### config.mk
export PLATFORM = sky130hd
export DESIGN_NAME = scb_issue_ctl
export DESIGN_NICKNAME = d
export VERILOG_FILES = /design/src/rtl/scb_pkg.sv /design/src/rtl/scb_reg_table.sv /design/src/rtl/scb_busy_timer.sv /design/src/rtl/scb_src_check.sv /design/src/rtl/scb_issue_ctl.sv
export SDC_FILE = /design/constraint.sdc
export NUM_CORES = 1
export LEC_CHECK = 0
export CAP_MARGIN = 20
export CORE_UTILIZATION = 25
export CTS_CLUSTER_SIZE = 14
export DETAILED_ROUTE_END_ITERATION = 12
export REMOVE_ABC_BUFFERS = 1
export SLEW_MARGIN = 20
export SYNTH_ARGS = -nofsm -noshare
export SYNTH_HDL_FRONTEND = slang
export SYNTH_HIERARCHICAL = 1
export SYNTH_SLANG_ARGS = --single-unit
### constraint.sdc
create_clock -name clk -period 5.12 [get_ports clk]
set_input_delay 0.768 -clock clk [delete_from_list [all_inputs] [get_ports clk]]
set_output_delay 0.768 -clock clk [all_outputs]
set_load 0.01 [all_outputs]
### src/rtl/scb_pkg.sv
package scb_pkg;
  typedef enum logic [2:0] {
    OP_ALU = 3'd0, OP_LOAD = 3'd1, OP_STORE = 3'd2, OP_FADD = 3'd3,
    OP_MUL = 3'd4, OP_DIV = 3'd5, OP_BRANCH = 3'd6, OP_NOP = 3'd7
  } op_e;

  typedef enum logic [2:0] {
    FU_RF = 3'd0, FU_INT = 3'd1, FU_MEM = 3'd2, FU_FADD = 3'd3,
    FU_MUL = 3'd4, FU_DIV = 3'd5
  } fu_e;

  // stage in which an operand is consumed
  typedef enum logic [1:0] {USE_ID = 2'd0, USE_EX = 2'd1, USE_MEM = 2'd2} use_e;
endpackage

### src/rtl/scb_reg_table.sv
module scb_reg_table #(
  parameter int AW  = 4,
  parameter int CW  = 5,
  parameter int NRD = 2
) (
  input  logic          clk,
  input  logic          rst_n,
  input  logic          wr_en,
  input  logic [AW-1:0] wr_addr,
  input  logic [CW-1:0] wr_cnt,
  input  logic [2:0]    wr_fu,
  input  logic [AW-1:0] rd_addr [NRD],
  output logic [CW-1:0] rd_cnt  [NRD],
  output logic [2:0]    rd_fu   [NRD]
);
  localparam int NREG = 1 << AW;

  logic [CW-1:0] cnt_q [NREG];
  logic [2:0]    fu_q  [NREG];

  for (genvar r = 0; r < NREG; r++) begin : g_reg
    always_ff @(posedge clk) begin
      if (!rst_n) begin
        cnt_q[r] <= '0;
        fu_q[r]  <= '0;
      end else if (wr_en && wr_addr == AW'(r)) begin
        cnt_q[r] <= wr_cnt;
        fu_q[r]  <= wr_fu;
      end else if (cnt_q[r] != '0) begin
        cnt_q[r] <= cnt_q[r] - CW'(1);
      end
    end
  end

  for (genvar p = 0; p < NRD; p++) begin : g_rd
    assign rd_cnt[p] = cnt_q[rd_addr[p]];
    assign rd_fu[p]  = fu_q[rd_addr[p]];
  end
endmodule

### src/rtl/scb_busy_timer.sv
module scb_busy_timer #(
  parameter int CW = 5
) (
  input  logic          clk,
  input  logic          rst_n,
  input  logic          start,
  input  logic [CW-1:0] load,
  output logic [CW-1:0] remain
);
  always_ff @(posedge clk) begin
    if (!rst_n)              remain <= '0;
    else if (start)          remain <= load;
    else if (remain != '0)   remain <= remain - CW'(1);
  end
endmodule

### src/rtl/scb_src_check.sv
module scb_src_check import scb_pkg::*; #(
  parameter int CW = 5
) (
  input  logic          en,
  input  use_e          use_stage,
  input  logic [CW-1:0] cnt,
  output logic          blocked
);
  always_comb begin
    blocked = 1'b0;
    if (en) begin
      unique case (use_stage)
        USE_ID:  blocked = (cnt != '0);
        USE_EX:  blocked = (cnt > CW'(1));
        USE_MEM: blocked = (cnt > CW'(2));
        default: blocked = 1'b1;
      endcase
    end
  end
endmodule

### src/rtl/scb_issue_ctl.sv
module scb_issue_ctl import scb_pkg::*; #(
  parameter int AW       = 4,
  parameter int LAT_ALU  = 1,
  parameter int LAT_LOAD = 2,
  parameter int LAT_FADD = 3,
  parameter int LAT_MUL  = 7,
  parameter int LAT_DIV  = 20
) (
  input  logic          clk,
  input  logic          rst_n,
  input  logic          in_valid,
  output logic          in_ready,
  input  logic [2:0]    in_op,
  input  logic [AW-1:0] in_dst,
  input  logic          in_dst_en,
  input  logic [AW-1:0] in_src_a,
  input  logic          in_src_a_en,
  input  logic [AW-1:0] in_src_b,
  input  logic          in_src_b_en,
  output logic          stall,
  output logic [2:0]    fwd_a,
  output logic [2:0]    fwd_b
);
  localparam int M1      = (LAT_ALU > LAT_LOAD) ? LAT_ALU : LAT_LOAD;
  localparam int M2      = (M1 > LAT_FADD) ? M1 : LAT_FADD;
  localparam int M3      = (M2 > LAT_MUL) ? M2 : LAT_MUL;
  localparam int LAT_MAX = (M3 > LAT_DIV) ? M3 : LAT_DIV;
  localparam int CW      = $clog2(LAT_MAX + 1);
  localparam int NSRC    = 2;

  op_e           op;
  logic          writes;
  logic [CW-1:0] new_cnt;
  fu_e           new_fu;
  logic          hazard, issue, div_block;
  logic [CW-1:0] div_rem;

  logic [AW-1:0] s_addr [NSRC];
  logic          s_en   [NSRC];
  use_e          s_use  [NSRC];
  logic [CW-1:0] s_cnt  [NSRC];
  logic [2:0]    s_fu   [NSRC];
  logic          s_blk  [NSRC];
  logic [2:0]    s_fwd  [NSRC];

  assign op = op_e'(in_op);

  // producer latency and result unit per operation
  always_comb begin
    writes  = 1'b1;
    new_cnt = '0;
    new_fu  = FU_RF;
    unique case (op)
      OP_ALU:  begin new_cnt = CW'(LAT_ALU);  new_fu = FU_INT;  end
      OP_LOAD: begin new_cnt = CW'(LAT_LOAD); new_fu = FU_MEM;  end
      OP_FADD: begin new_cnt = CW'(LAT_FADD); new_fu = FU_FADD; end
      OP_MUL:  begin new_cnt = CW'(LAT_MUL);  new_fu = FU_MUL;  end
      OP_DIV:  begin new_cnt = CW'(LAT_DIV);  new_fu = FU_DIV;  end
      default: writes = 1'b0;
    endcase
  end

  // where each operand is consumed
  assign s_addr[0] = in_src_a;
  assign s_addr[1] = in_src_b;
  assign s_en[0]   = in_src_a_en;
  assign s_en[1]   = in_src_b_en;
  assign s_use[0]  = (op == OP_BRANCH) ? USE_ID : USE_EX;
  assign s_use[1]  = (op == OP_BRANCH) ? USE_ID :
                     (op == OP_STORE)  ? USE_MEM : USE_EX;

  scb_reg_table #(.AW(AW), .CW(CW), .NRD(NSRC)) u_table (
    .clk     (clk),
    .rst_n   (rst_n),
    .wr_en   (issue && writes && in_dst_en),
    .wr_addr (in_dst),
    .wr_cnt  (new_cnt),
    .wr_fu   (new_fu),
    .rd_addr (s_addr),
    .rd_cnt  (s_cnt),
    .rd_fu   (s_fu)
  );

  for (genvar s = 0; s < NSRC; s++) begin : g_src
    scb_src_check #(.CW(CW)) u_chk (
      .en        (s_en[s]),
      .use_stage (s_use[s]),
      .cnt       (s_cnt[s]),
      .blocked   (s_blk[s])
    );
    assign s_fwd[s] = (s_en[s] && s_cnt[s] != '0) ? s_fu[s] : FU_RF;
  end

  scb_busy_timer #(.CW(CW)) u_div (
    .clk    (clk),
    .rst_n  (rst_n),
    .start  (issue && op == OP_DIV),
    .load   (CW'(LAT_DIV)),
    .remain (div_rem)
  );

  assign div_block = (op == OP_DIV) && (div_rem > CW'(1));
  assign hazard    = s_blk[0] || s_blk[1] || div_block;
  assign in_ready  = !hazard;
  assign issue     = in_valid && !hazard;
  assign stall     = in_valid && hazard;
  assign fwd_a     = s_fwd[0];
  assign fwd_b     = s_fwd[1];
endmodule

======== Word-level counts from Yosys, hierarchy flattened ========
Memories as Yosys holds them, arrays and structs flattened.
Index checks and enable logic that the tools add are counted.
Widths: inputs -> output; s select.
cells by class
  $add $sub $neg .......................... 17
  order comparisons ....................... 5
  equal/unequal tests ..................... 25
  multiplexer cells ....................... 175
  bitwise logic cells ..................... 49
  reductions and logical operators ........ 53
operators by type and width
  cell                 number
  $mux 5               34
  $mux 1               117
  $reduce_bool 5->1    19
  $sub 5x1->5 const B  17
  $mux 3               18
  $or 1x1->1           48
  $eq 4x4->1 const B   8
  $pmux 5 s5           1
  $logic_and 1x1->1    24
  $eq 4x3->1 const B   4
  $gt 5x1->1 const B   3
  $pmux 3 s5           1
  $gt 5x2->1 const B   2
  $eq 3x3->1 const B   3
  $eq 4x2->1 const B   2
  $eq 3x2->1 const B   2
  $pmux 1 s3           2
  $reduce_or 5->1      1
  $eq 4x1->1 const B   1
  $logic_not 2->1      2
  $logic_not 4->1      1
  $mux 2               2
  $eq 3x1->1 const B   1
  $logic_not 3->1      1
  9 further kinds      10
storage, ports and cells
  register bits after elaboration ......... 5
  RAM bits ................................ 128
  input bits .............................. 21
  output and inout port bits .............. 8
  word-level logic and storage cells ...... 328
  memories kept ........................... 2
memory list
  memory         words  width  rd ports  clocked after memory_dff  write ports  line                 text
  u_table.cnt_q  16     5      18        0                         16           scb_reg_table.sv:18  logic [CW-1:0] cnt_q [NREG];
  u_table.fu_q   16     3      2         0                         16           scb_reg_table.sv:19  logic [2:0] fu_q [NREG];

======== Logic depth before layout (Yosys ltp) ========
  depth after elaboration ................. 18
  mapped depth ............................ 15

======== Cells and area by module ========
Netlist, hierarchy kept.
modules (own cells, without submodules)
  module          times used  cells each  area each (um^2)  seq. area each (um^2)
  scb_reg_table   1           624         8256.7            3843.7
  scb_busy_timer  1           34          291.5             100.1
  scb_issue_ctl   1           39          215.2             0.0
  scb_src_check   2           6           36.3              0.0

======== Least setup slack after synthesis ========
No wires, ideal clock.
  kind .................................... in2reg
  start ................................... in in_src_b[0]
  end ..................................... mem u_table.cnt_q[2][0], enable pin
  arrival ................................. 3792 ps
  data required time ...................... 4808 ps
  path slack .............................. 1016 ps
  cell stages on the path ................. 15
  cell sequence ........................... buf_2 buf_4 mux4_2 a22oi_1 nand2_1 nor2b_1 o21bai_1 a31oi_1 nor2_1 nand3_1 a21oi_1 or3b_1 buf_2 o21ai_2 or3_1
RTL lines
  element          line                 text
  start, declared  scb_issue_ctl.sv:18  input logic [AW-1:0] in_src_b,
  end, declared    scb_reg_table.sv:18

==> results.toml <==
[timing]
worst_slew_pin_slew_ns = 0.8766
finalSetupViolations = 0
period_share_pct = 85.94
tns_ns = 0
fmax_mhz = 227.3
period_needed_ns = 4.400
report.final.slew_viol_count = 0
slew_headroom_pct = 41.17
finalHoldViolations = 0
fin_skew_ns = 0.01212
layout_setup_ws_ns = 0.7197
rsz0062_at_grt = "no"

[yosys]
avgSynthCellArea_um2 = 12.46
yosysSeqAreaShare_pct = 44.63
synth_cell_types = 50
synthTopCellsByArea = "edfxtp_1 44%, mux4_2 16%, o2bb2ai_1 7.9%, and2_1 3.5%, xnor2_1 3.3%"
synthesis.area_um2 = 8836
netlist_instances = 709
synth.top_cell.area_share_pct = 43.50
yosysMostFrequentCell = "edfxtp_1"
yosysWarnings = 6
dominantRegCellSynth = "edfxtp_1"
yosys.area.top_type = "edfxtp_1"
synth-seq-cells = 133
synth_edf_count = 128
async_flop_share_pct = 0
yosys-top-cells-count = "128 x edfxtp_1, 80 x o2bb2ai_1, 64 x mux4_2"

[clocking]
cts_tree = "done"
clk_pin_slew_ns = 0.06
clock_latency_ns = 0.43
holdBufCountCts = 0
clkSinkCount = 133
clock_path_buffers = 2
cts_root_buf = "clkbuf_16"
cts_max_level = 4
cts-resized-gates = 0
tritoncts.num_buffers = 17
post_cts_buffers = 0

[detailed_routing]
post_drt_wl_per_cell_um = 21.48
first_iter_violations = 654
routed-via-count = 6583
drtPass1Iterations = 5
viasPerCell = 5.400
drt.antenna.violating_nets = 0
wl_um = 26180
drc_errors = 0

[pwr]
power_density_nw_per_um2 = 503.7
peakVddDrop_v = 0.0002202
p_leak_nw = 3.549

[min_path]
hold_class = "flip-flop to flip-flop"

[floorplan]
pin_count = 29
die_area_um2 = 36100
core_um2 = 34630
die_x_um = 190
die_h_um = 190
placement_rows = 68
start_util_pct = 25.52

[worst_setup_path]
crit_arrival_ns = 3.63
critPathMaxFanout = 32
startpoint = "in_src_a[1]"
cpMaxStageDelayCell = "clkdlybuf4s50_1"
critPathKind = "input port to primary output"
reg2reg_from = "u_table/cnt_q[11][0]$_DFFE_PP_"
cp.required_ns = 4.35
cpPeakStageDelay_ns = 0.61
crit_path_start_kind = "input port"
crit_end = "in_ready"
end_kind = "primary output"
ff2ff_setup_slack_ns = 1.21
r2r_end = "u_table/cnt_q[3][2]$_DFFE_PP_"
r2r_cells = 13
cpMostUsedCell = "clkdlybuf4s50_1"
critical_path.cell_chain = "clkdlybuf4s50_1 -> buf_12 -> mux4_2 -> a22oi_1 -> nand2_1 -> nor2b_1 -> o21bai_1 -> a31oi_1 -> a311oi_2 -> clkdlybuf4s50_1"

[grt]
antenna_found_initial = 0
grt_max_degree = 36
grt-ovfl-total = 0
grtUsageTotal_pct = 14.79
first_global_vias = 6323
grt_pass1_wl_um = 39430

[layout]
drive_gt1_share_pct = 21.34
area_delta_synth_final_pct = 17.94
antenna_cells = 0
nets = 789
final_core_util_pct = 30.09

[placed_design]
place.gp.congestion = 0.9328
port_buffers = 28
pre_cts_slack_ns = 0.3697
place_hpwl_um = 18870

[status]
status = "finished, final reports clean"

[flow_run]
drv_cap = 0
worst max-delay path, delay by kind of cell:
family,cells,cell delay [ns]
AND/OR/NAND/NOR,2,0.29
AO/OA/AOI/OAI,4,0.86
buffers and inverters,3,1.35
multiplexers,1,0.35
state kept, by name, indices dropped and copies added (netlist names):
signal / flops
u_div/remain: 5
u_table/cnt_q: 80
u_table/fu_q: 48
per-layer routing:
| metal | global-route usage, % | wire [µm] |
|---|---|---|
| met5 | 0 | 0 |
| met4 | 4.249 | 554 |
| met3 | 4.114 | 2343 |
| met2 | 23.76 | 12540 |
| met1 | 19.31 | 10750 |
stage by stage:
| stage | total power [mW] | std cells | hold WS (ns) | cell area [µm²] |
|---|---|---|---|---|
| after CTS | 5.238 | 1219 | 0.5242 | 10420 |
| after global routing | 5.513 | 1219 | 0.5504 | 10420 |
| after floorplan | 3.225 | 671 | 0.4824 | 8631 |
| after detailed placement | 3.828 | 1187 | 0.5160 | 9757 |
| final | 5.249 | 1219 | 0.5184 | 10420 |
| after global placement | 3.785 | 1187 | 0.5082 | 9757 |
kinds of logic after synthesis:
kind of cell	Yosys count	synth area share [%]
other	2	0.08499
AO/OA/AOI/OAI	161	15.05
flip-flops	133	44.63
adder cells (fa/ha/maj)	17	2.407
buffers and inverters	86	4.361
XOR/XNOR	33	3.271
multiplexers	64	16.31
AND/OR/NAND/NOR	213	13.88
where the power goes:
| group | total, mW | internal, mW | switching, mW |
|---|---|---|---|
| sequential | 2.12 | 1.66 | 0.459 |
| combinational | 1.73 | 0.881 | 0.847 |
| clock | 1.40 | 0.916 | 0.486 |
| total | 5.25 | 3.46 | 1.79 |
cells in the final DEF, fill, tap and decap left out, types with 25 or more instances in the layout:
| cell | Yosys | layout |
|---|---|---|
| a22oi_1 | 34 | 34 |
| and2_1 | 50 | 50 |
| buf_4 | 2 | 30 |
| clkdlybuf4s50_1 | 0 | 25 |
| edfxtp_1 | 128 | 128 |
| inv_1 | 41 | 41 |
| mux4_2 | 64 | 64 |
| nand2_1 | 39 | 39 |
| o2bb2ai_1 | 80 | 80 |
| xnor2_1 | 33 | 33 |
worst min-delay path by stage:
stage                                      start                           end  slack [ns]  cells after the start
floorplan           u_div/remain[0]$_SDFFE_PN0P_  u_div/remain[0]$_SDFFE_PN0P_        0.48                      2
global placement    u_div/remain[0]$_SDFFE_PN0P_  u_div/remain[0]$_SDFFE_PN0P_        0.51                      2
detailed placement  u_div/remain[0]$_SDFFE_PN0P_  u_div/remain[0]$_SDFFE_PN0P_        0.52                      2
CTS                 u_div/remain[0]$_SDFFE_PN0P_  u_div/remain[0]$_SDFFE_PN0P_        0.52                      2
global route        u_div/remain[0]$_SDFFE_PN0P_  u_div/remain[0]$_SDFFE_PN0P_        0.55                      2
finish              u_div/remain[0]$_SDFFE_PN0P_  u_div/remain[0]$_SDFFE_PN0P_        0.52                      2
area by class of cell:
class,instances,area [µm²]
fillers,3449,24210
multi-input cells,496,4536
flip-flops and latches,133,3944
well taps,455,569.3
repair buffers,61,550.5
clock buffers,20,436.7
clock inverters,12,227.7
inverters,42,157.7
Note: power is estimated with default switching activity, not from simulation.
